### config.mk
export PLATFORM = sky130hd
export DESIGN_NAME = dbs_sched
export DESIGN_NICKNAME = d
export VERILOG_FILES = /design/src/rtl/dbs_pkg.sv /design/src/rtl/dbs_placer.sv /design/src/rtl/dbs_sequencer.sv /design/src/rtl/dbs_sched.sv
export SDC_FILE = /design/constraint.sdc
export NUM_CORES = 1
export LEC_CHECK = 0
export BUFFER_PORTS_ARGS = -buffer_cell sky130_fd_sc_hd__buf_2
export CAP_MARGIN = 20
export CORE_MARGIN = 3
export CORE_UTILIZATION = 55
export CTS_CLUSTER_SIZE = 28
export DETAILED_ROUTE_END_ITERATION = 8
export PLACE_DENSITY = 0.87
export SYNTH_ARGS = -nofsm -noshare
export SYNTH_HDL_FRONTEND = slang
export SYNTH_SLANG_ARGS = --single-unit
### constraint.sdc
create_clock -name clk -period 2.1 [get_ports clk]
set_input_delay 0.42 -clock clk [delete_from_list [all_inputs] [get_ports clk]]
set_output_delay 0.42 -clock clk [all_outputs]
set_load 0.05 [all_outputs]
### src/rtl/dbs_pkg.sv
package dbs_pkg;
    typedef enum logic [0:0] {
        SQ_IDLE = 1'b0,
        SQ_PLAY = 1'b1
    } sq_state_e;
endpackage

### src/rtl/dbs_placer.sv
module dbs_placer #(
    parameter int unsigned N_PER_INSN = 3,
    localparam int unsigned S  = 2 * N_PER_INSN,
    localparam int unsigned PW = $clog2(S),
    localparam int unsigned CW = $clog2(S + 1)
) (
    input  logic [S-1:0]          acc_vld,
    input  logic [S-1:0]          acc_bank,
    output logic [S-1:0][PW-1:0]  slot_pos,
    output logic [CW-1:0]         n_cyc,
    output logic [CW-1:0]         rd_span
);
    // Earliest-free-cycle placement: count higher-priority hits on the same bank
    for (genvar i = 0; i < S; i++) begin : g_slot
        always_comb begin
            logic [PW-1:0] hits;
            hits = '0;
            for (int j = 0; j < i; j++) begin
                if (acc_vld[j] && (acc_bank[j] == acc_bank[i])) begin
                    hits = hits + PW'(1);
                end
            end
            slot_pos[i] = hits;
        end
    end

    logic [CW-1:0] cnt_a, cnt_b;

    always_comb begin
        cnt_a = '0;
        cnt_b = '0;
        for (int k = 0; k < S; k++) begin
            if (acc_vld[k]) begin
                if (acc_bank[k]) cnt_b = cnt_b + CW'(1);
                else             cnt_a = cnt_a + CW'(1);
            end
        end
        n_cyc = (cnt_a > cnt_b) ? cnt_a : cnt_b;
    end

    // Reads occupy the first N_PER_INSN slots
    always_comb begin
        rd_span = '0;
        for (int k = 0; k < N_PER_INSN; k++) begin
            if (acc_vld[k] && ((CW'(slot_pos[k]) + CW'(1)) > rd_span)) begin
                rd_span = CW'(slot_pos[k]) + CW'(1);
            end
        end
    end
endmodule

### src/rtl/dbs_sequencer.sv
module dbs_sequencer
    import dbs_pkg::*;
#(
    parameter int unsigned N_PER_INSN = 3,
    localparam int unsigned S  = 2 * N_PER_INSN,
    localparam int unsigned PW = $clog2(S),
    localparam int unsigned CW = $clog2(S + 1)
) (
    input  logic                  clk,
    input  logic                  rst_n,
    input  logic                  start,
    input  logic [S-1:0]          acc_vld,
    input  logic [S-1:0]          acc_bank,
    input  logic [S-1:0][PW-1:0]  slot_pos,
    input  logic [CW-1:0]         n_cyc,
    input  logic [CW-1:0]         rd_span_in,
    output logic                  busy,
    output logic [CW-1:0]         cyc_idx,
    output logic                  grant_a_vld,
    output logic [PW-1:0]         grant_a_slot,
    output logic                  grant_b_vld,
    output logic [PW-1:0]         grant_b_slot,
    output logic                  last_cyc,
    output logic [CW-1:0]         stall_cnt,
    output logic [CW-1:0]         rd_span
);
    sq_state_e              state, state_nxt;
    logic [S-1:0]           cap_vld, cap_bank;
    logic [S-1:0][PW-1:0]   cap_pos;
    logic [CW-1:0]          cap_n;
    logic [CW-1:0]          idx;
    logic                   at_end;
    logic                   take;

    assign at_end = (idx == CW'(cap_n - CW'(1)));
    assign take   = (state == SQ_IDLE) && start;

    // State register
    always_ff @(posedge clk or negedge rst_n) begin
        if (!rst_n) state <= SQ_IDLE;
        else        state <= state_nxt;
    end

    always_comb begin
        state_nxt = state;
        unique case (state)
            SQ_IDLE: if (start && (n_cyc != '0)) state_nxt = SQ_PLAY;  // capture
            SQ_PLAY: if (at_end)                 state_nxt = SQ_IDLE;  // finish
            default: state_nxt = SQ_IDLE;
        endcase
    end

    // Captured set and cycle counter
    always_ff @(posedge clk or negedge rst_n) begin
        if (!rst_n) begin
            cap_vld   <= '0;
            cap_bank  <= '0;
            cap_pos   <= '0;
            cap_n     <= '0;
            idx       <= '0;
            stall_cnt <= '0;
            rd_span   <= '0;
        end else if (take) begin
            cap_vld   <= acc_vld;
            cap_bank  <= acc_bank;
            cap_pos   <= slot_pos;
            cap_n     <= n_cyc;
            idx       <= '0;
            stall_cnt <= (n_cyc == '0) ? '0 : CW'(n_cyc - CW'(1));
            rd_span   <= rd_span_in;
        end else if (state == SQ_PLAY) begin
            idx <= at_end ? '0 : CW'(idx + CW'(1));
        end
    end

    // Output process
    always_comb begin
        busy         = (state == SQ_PLAY);
        cyc_idx      = busy ? idx : '0;
        last_cyc     = busy && at_end;
        grant_a_vld  = 1'b0;
        grant_a_slot = '0;
        grant_b_vld  = 1'b0;
        grant_b_slot = '0;
        if (busy) begin
            for (int k = 0; k < S; k++) begin
                if (cap_vld[k] && (CW'(cap_pos[k]) == idx)) begin
                    if (cap_bank[k]) begin
                        grant_b_vld  = 1'b1;
                        grant_b_slot = PW'(k);
                    end else begin
                        grant_a_vld  = 1'b1;
                        grant_a_slot = PW'(k);
                    end
                end
            end
        end
    end

    assert_distinct_owner_R2: assert property (@(posedge clk) disable iff (!rst_n)
        (grant_a_vld && grant_b_vld) |-> (grant_a_slot != grant_b_slot));
    assert_grant_only_busy_R4: assert property (@(posedge clk) disable iff (!rst_n)
        (grant_a_vld || grant_b_vld) |-> busy);
    assert_last_in_play_R8: assert property (@(posedge clk) disable iff (!rst_n)
        last_cyc |-> busy);
    assert_end_after_last_R8: assert property (@(posedge clk) disable iff (!rst_n)
        $fell(busy) |-> $past(last_cyc));
    assert_stall_held_R9: assert property (@(posedge clk) disable iff (!rst_n)
        (busy && $past(busy)) |-> ($stable(stall_cnt) && $stable(rd_span)));
endmodule

### src/rtl/dbs_sched.sv
module dbs_sched #(
    parameter int unsigned N_PER_INSN = 3,
    localparam int unsigned S  = 2 * N_PER_INSN,
    localparam int unsigned PW = $clog2(S),
    localparam int unsigned CW = $clog2(S + 1)
) (
    input  logic          clk,
    input  logic          rst_n,
    input  logic          start,
    input  logic [S-1:0]  acc_vld,
    input  logic [S-1:0]  acc_bank,
    output logic          busy,
    output logic [CW-1:0] cyc_idx,
    output logic          grant_a_vld,
    output logic [PW-1:0] grant_a_slot,
    output logic          grant_b_vld,
    output logic [PW-1:0] grant_b_slot,
    output logic          last_cyc,
    output logic [CW-1:0] stall_cnt,
    output logic [CW-1:0] rd_span
);
    logic [S-1:0][PW-1:0] slot_pos;
    logic [CW-1:0]        n_cyc;
    logic [CW-1:0]        span_c;

    dbs_placer #(.N_PER_INSN(N_PER_INSN)) u_placer (
        .acc_vld  (acc_vld),
        .acc_bank (acc_bank),
        .slot_pos (slot_pos),
        .n_cyc    (n_cyc),
        .rd_span  (span_c)
    );

    dbs_sequencer #(.N_PER_INSN(N_PER_INSN)) u_seq (
        .clk          (clk),
        .rst_n        (rst_n),
        .start        (start),
        .acc_vld      (acc_vld),
        .acc_bank     (acc_bank),
        .slot_pos     (slot_pos),
        .n_cyc        (n_cyc),
        .rd_span_in   (span_c),
        .busy         (busy),
        .cyc_idx      (cyc_idx),
        .grant_a_vld  (grant_a_vld),
        .grant_a_slot (grant_a_slot),
        .grant_b_vld  (grant_b_vld),
        .grant_b_slot (grant_b_slot),
        .last_cyc     (last_cyc),
        .stall_cnt    (stall_cnt),
        .rd_span      (rd_span)
    );
endmodule

# Word-level counts from Yosys, hierarchy flattened
# Cells that the tools add are included.
# classes
add_sub_neg	25
mul	0
div	0
magnitude_cmp	3
eq_ne	21
n_shift	0
mux	103
n_bitwise	1
n_reduce_logical	30
# ops
operator	count
two-way mux 3 bit	62
adder 3 x 1 -> 3 bit (second input constant)	19
two-way mux 1 bit	40
logical AND 1 bit	26
equality test 3 bit	6
equality test 1 bit	15
> comparator 3 bit	3
adder 1 x 1 -> 2 bit (second input constant)	4
zero test 3 bit	2
subtractor 3 x 1 -> 3 bit (second input constant)	2
nonzero test 3 bit	1
case mux 1 bit (2 select lines)	1
nonzero test 2 bit	1
inverter 1 bit	1
# word_totals
ff_bits	40
latch_bits	0
mem_bits_rw	0
mem_bits_ro	0
in_bits	15
out_inout_bits	19
mem_count	0

# Logic depth before layout (Yosys ltp)
# depth
word_depth	23
mapped_depth	27

# Hierarchy
# A second synthesis with hierarchy kept.
# hier_totals
cells_unflattened	446
hier_area_um2	3696.0
# modules_own_cells
module	instances	cells_each	area_per_inst_um2
dbs_sequencer	1	254	2220.9
dbs_placer	1	192	1475.2

# Worst setup path after synthesis
# No wires, ideal clock.
# synth_path
path_kind	input -> register
start	input acc_vld[0]
end	register u_seq.state (netlist: u_seq.busy)
arrival_ns	5.990
required_ns	1.976
setup_slack_ns	-4.014
cell_stages	27
path_buffers	1
path_cell_list	clkbuf_1 > and2_1 > ha_1 > nand2_2 > nand2_1 > ha_1 > and3_1 > a21oi_1 > clkinv_1 > ha_1 > o2bb2ai_1 > a211o_1 > ha_1 > nand3_1 > xor2_1 > or3_1 > mux2i_1 > or2_2 > or4b_2 > ha_1 > nor2_1 > a31oi_1 > nand2_1 > a22o_1 > o22ai_2 > nand2_2 > a211o_1
# synth_between
elab_chain_len	22
# synth_lines
item	line_no	source
from (decl)	dbs_sched.sv:10	input logic [S-1:0] acc_vld,
two-way mux 3 bit	dbs_placer.sv:33	if (acc_vld[k]) begin
adder 3 x 1 -> 3 bit, on equally long branches	dbs_placer.sv:35, dbs_placer.sv:34	
two-way mux 3 bit	dbs_placer.sv:34	if (acc_bank[k]) cnt_b = cnt_b + CW'(1);
two-way mux 3 bit	dbs_placer.sv:33	
adder 3 x 1 -> 3 bit, on equally long branches	dbs_placer.sv:35, dbs_placer.sv:34	
two-way mux 3 bit	dbs_placer.sv:34	
two-way mux 3 bit	dbs_placer.sv:33	
adder 3 x 1 -> 3 bit, on equally long branches	dbs_placer.sv:35, dbs_placer.sv:34	
[7 not listed]	--	
two-way mux 3 bit	dbs_placer.sv:33	
> comparator 3 bit	dbs_placer.sv:38	n_cyc = (cnt_a > cnt_b) ? cnt_a : cnt_b;
two-way mux 3 bit *	dbs_placer.sv:38	
nonzero test 3 bit *	dbs_sequencer.sv:47	SQ_IDLE: if (start && (n_cyc != '0)) state_nxt = SQ_PLAY;
logical AND 1 bit *	dbs_sequencer.sv:47	
two-way mux 1 bit *	dbs_sequencer.sv:47	
case mux 1 bit (2 select lines) *	dbs_sequencer.sv:46	unique case (state)
net u_seq.state_nxt	dbs_sequencer.sv:27	sq_state_e state, state_nxt;
to (signal assigned)	dbs_sequencer.sv:41	else state <= state_nxt;
to (decl)	dbs_sequencer.sv:27	
# Mark *: on every way through the listed nets, which the timed path passes. The rest lies on a longest branch.
# A chain may end at the register's enable or synchronous reset.

# Worst setup path in the final report
# layout_path
start	input acc_bank[0]
end	register u_seq.stall_cnt[1]
# layout_between
elab_chain_len	21
# layout_lines
item	line_no	source
from (decl)	dbs_sched.sv:11	input logic [S-1:0] acc_bank,
two-way mux 1 bit	dbs_placer.sv:34	
two-way mux 3 bit	dbs_placer.sv:33	
adder 3 x 1 -> 3 bit, on equally long branches	dbs_placer.sv:35, dbs_placer.sv:34	
two-way mux 3 bit	dbs_placer.sv:34	
two-way mux 3 bit	dbs_placer.sv:33	
adder 3 x 1 -> 3 bit, on equally long branches	dbs_placer.sv:35, dbs_placer.sv:34	
two-way mux 3 bit	dbs_placer.sv:34	
two-way mux 3 bit	dbs_placer.sv:33	
[5 not listed]	--	
two-way mux 3 bit	dbs_placer.sv:33	
adder 3 x 1 -> 3 bit, on equally long branches	dbs_placer.sv:35, dbs_placer.sv:34	
two-way mux 3 bit	dbs_placer.sv:34	
two-way mux 3 bit	dbs_placer.sv:33	
> comparator 3 bit	dbs_placer.sv:38	
two-way mux 3 bit *	dbs_placer.sv:38	
subtractor 3 x 1 -> 3 bit or zero test 3 bit (tied branches)	dbs_sequencer.sv:69	stall_cnt <= (n_cyc == '0) ? '0 : CW'(n_cyc - CW'(1));
two-way mux 3 bit *	dbs_sequencer.sv:69	
to (signal assigned)	dbs_sequencer.sv:69	
to (decl)	dbs_sequencer.sv:24	output logic [CW-1:0] stall_cnt,
# Every way passes the cells marked *; elsewhere a longest branch is shown, timed or not.

==> metrics.txt <==
count leader, synth sky130_fd_sc_hd__nand2_1; Reg2Reg Setup Slack about 40 ps; drt drc between 70 and 80; area share of xor/xnor cells in the synthesized design 13.56%; post-route worst hold slack 214.1 ps; Reg-to-Reg Start u_seq.busy$_DFF_PN0_; net count after synthesis 484; leading cell types by total area after synthesis sky130_fd_sc_hd__dfrtp_1 26%, sky130_fd_sc_hd__ha_1 9.7%, sky130_fd_sc_hd__nand2_1 9.7%; headroom to the max-slew limit 42.81%; hold buffers post-CTS 0; clock network latency to the later pin of the worst-skew pair 310 ps; average wire per cell in the routed design 27.05 um; startpoint kind of the worst setup timing path primary input; starting density of the core a little under 60%; H-tree depth 2; layout overhead on the synthesized area 54.67%; path type of the worst min-delay path in2async; wire length of the first global-routing pass 22250 um; final clock skew 8.839 ps; CP cell instances buf_2 > buf_4 > nor2b_1 > ha_1 > and2_1 > ha_1 > mux2i_1 > inv_1 > ha_1 > nand3_1 > a21oi_1 > a211oi_1 > ha_1 > nand2_1 > xor2_1 > xor2_1 > ha_4 > nor2_4 > a31oi_4 > a21o_1 > or4b_4 > nor3_4 > nor3_2 > o221ai_1; RSZ-0062 raised after global routing yes; Power Density 1237 nW/um^2; post-synthesis cell type count 61; antenna diode count 0; Worst-Margin Slew around 860 ps; met1 track utilization from global routing 44.34%; final net count 620; global-route track usage on met2 between 60% and 70%; via count approximately 4700; Warnings, synthesis 0; final number of max-transition violations 0; total standard cell area after synthesis ~3500 um^2; clock-pin slew on the worst setup and hold paths 80 ps; Chip Width 85.74 um; terminus of the critical flop-to-flop path u_seq.stall_cnt[1]$_DFFE_PN0P_; CP Max Fanout 11; minimum clock period 5787 ps; failing checks design-rule violations, negative setup slack; CP Data Arrival Time 5970 ps; GRT met3 Usage 6.628%; setup slack of the critical path after layout -3687 ps; area leader, netlist sky130_fd_sc_hd__dfrtp_1; routed wire length 17690 um; pin count of the biggest net entering global routing 46; crit end category flip-flop; DPL Wire Length 7686 um; most instantiated flip-flop cell in the synthesis netlist sky130_fd_sc_hd__dfrtp_1; Worst IR Drop VDD 1306 uV; worst-path cell with the longest stage delay sky130_fd_sc_hd__or4b_4; highest attainable clock frequency 172.8 MHz; overflow left after global routing 0; status finished, violations left; clock buffer depth 2; Max Cap Viol 0; required time at the worst-slack endpoint 2290 ps; number of hold violations in the final report 0; clk sink count 37; arithmetic-cell share of the synthesized area counting full adders, half adders and majority gates 9.660%; CP most frequent cell sky130_fd_sc_hd__ha_1; vias in the first global route 4356; All-Layer GR Usage 38.56%; final RePlAce weighted congestion 0.9021; vertical die dimension 85.74 um; first drt pass iteration count 9; cells after synthesis between 400 and 500; post-layout instance area around 5400 um^2; placed cell area 4531 um^2; antenna violations before repair 2; Synth Area in Compound Gates 15.49%; simple-gate area share of the yosys netlist 25.65%; sequential area share after synthesis 26.48%; cell at the root of the clock tree sky130_fd_sc_hd__clkbuf_8; most numerous cell types in the synthesized netlist 90 x sky130_fd_sc_hd__nand2_1, 37 x sky130_fd_sc_hd__dfrtp_1, 33 x sky130_fd_sc_hd__xnor2_1; Port Buffers 33; R2R depth 7; source of the critical timing path acc_bank[0]; Setup Crit Path Kind in2reg; area of the placeable core 6026 um^2; antenna-violating nets left 0; share of flip-flops with an asynchronous set or reset 100.0%; clock tree from TritonCTS done; number of DRC markers after the initial detailed-route iteration 947; proportion of layout cells with a drive suffix above 1 45.25%; proportion of synthesized area in mux cells 2.970%; I/O Pins 34; num rows 28; full die area 7351 um^2; static leakage 0.002601 uW; number of enable-type register cells in the synthesized netlist 0; area fraction of the dominant cell type after synthesis 26.48%; Final Setup Violations 22; busiest layer in global routing met2; maximum cell stage delay along the critical path approximately 500 ps; final critical-path share of the clock period 275.6%; via count normalized by instance count 7.234; number of CTS-inserted buffers 5; dominant combinational cell family by area after synthesis simple AND/OR/NAND/NOR gates; #FFs+latches synth 37; synthesized area divided by synthesized cell count 7.912 um^2
worst max-delay path: cells and delay by family:
kind	cells	cell delay (ps)
buffers and inverters	3	460
adders and majority gates	5	1380
and+or+nand+nor	8	1630
muxes	1	260
xor gates and xnor gates	2	690
AOI/OAI and AO/OA	5	1130
state kept, by name, summed over array words and instances, names as in the netlist:
name             flops
u_seq.rd_span        3
u_seq.busy           1
u_seq.stall_cnt      3
u_seq.cap_bank       6
u_seq.cap_pos       12
u_seq.cap_vld        6
u_seq.cap_n          3
u_seq.idx            3
cell families after synthesis:
logic type	count (synthesis)
compound gates	82
mux	10
buf+inv	52
xor+xnor	51
simple gates	183
flops	37
fa+ha+maj	27
metal layers:
layer	up-vias	wire length [um]
met3	249	2398
met4	8	1865
met1	2141	5666
met5	-	97
li1	1779	-
met2	554	7664
final cells by class:
class	instances	area (um^2)
repair buffers	152	1196
multi-input cells	353	2978
well taps	75	93.84
clock inverters	1	5.005
inverters	29	111.4
flip-flops and latches	37	928.4
clock buffers	7	96.34
fillers	205	616.8
timing repair:
item,CTS,global route
setup buffers,19,8
resized for setup,84,40
pin swaps,40,35
endpoints found under the setup margin,21,23
where the power goes:
group          switching, uW  total (uW)  internal (uW)  leakage, uW
clock                    297         594            297    0.0000542
combinational           2800        4720           1920      0.00207
sequential               379        1380            997     0.000473
layout by cell type, fill, tap and decap left out, types with 3 or more instances in the layout:
cell type,instances
sky130_fd_sc_hd__buf_4,104
sky130_fd_sc_hd__nand2_1,80
sky130_fd_sc_hd__dfrtp_1,35
sky130_fd_sc_hd__inv_1,25
sky130_fd_sc_hd__buf_2,23
sky130_fd_sc_hd__xnor2_1,21
sky130_fd_sc_hd__buf_6,20
sky130_fd_sc_hd__o21ai_0,15
sky130_fd_sc_hd__ha_1,14
sky130_fd_sc_hd__nand3_1,13
sky130_fd_sc_hd__o21ai_1,12
sky130_fd_sc_hd__nor2_1,12
sky130_fd_sc_hd__xnor2_2,11
sky130_fd_sc_hd__ha_4,11
sky130_fd_sc_hd__nand2_2,10
sky130_fd_sc_hd__a21oi_1,10
sky130_fd_sc_hd__xor2_1,10
sky130_fd_sc_hd__and2_1,8
sky130_fd_sc_hd__clkbuf_8,7
sky130_fd_sc_hd__mux2i_1,6
sky130_fd_sc_hd__and2_4,6
sky130_fd_sc_hd__nor2b_1,5
sky130_fd_sc_hd__nand4_1,5
sky130_fd_sc_hd__buf_8,5
sky130_fd_sc_hd__nor2_2,4
sky130_fd_sc_hd__xor2_2,3
sky130_fd_sc_hd__xor2_4,3
sky130_fd_sc_hd__inv_2,3
sky130_fd_sc_hd__nand2_4,3
sky130_fd_sc_hd__nand3_2,3
sky130_fd_sc_hd__a211oi_1,3
sky130_fd_sc_hd__o211ai_1,3
sky130_fd_sc_hd__o21ai_2,3
sky130_fd_sc_hd__nor2_4,3
sky130_fd_sc_hd__a22o_1,3
worst max-delay path by stage:
stage | to | slack [ps] | cells after the start
after detailed placement | u_seq.stall_cnt[0]$_DFFE_PN0P_ | -3470 | 26
final | u_seq.stall_cnt[1]$_DFFE_PN0P_ | -3690 | 24
after global placement | u_seq.busy$_DFF_PN0_ | -3270 | 27
after floorplan | u_seq.stall_cnt[0]$_DFFE_PN0P_ | -3280 | 26
after CTS | u_seq.stall_cnt[0]$_DFFE_PN0P_ | -3030 | 26
after global routing | u_seq.stall_cnt[1]$_DFFE_PN0P_ | -3910 | 24
stage by stage:
stage          setup TNS [ps]  total power [uW]  cells  worst slack (ps)  util (%)
2_1_floorplan          -22990              3399    442             -3282         -
3_3_place_gp           -25480              4179    619             -3268     75.19
3_5_place_dp           -27380              4312    619             -3471     75.19
4_1_cts                -23140              5620    646             -3029     85.71
5_1_grt                -31610              6817    654             -3915     89.76
6_report               -29570              6691    654             -3687     89.76
No activity file was read; power rests on OpenSTA's default activity.
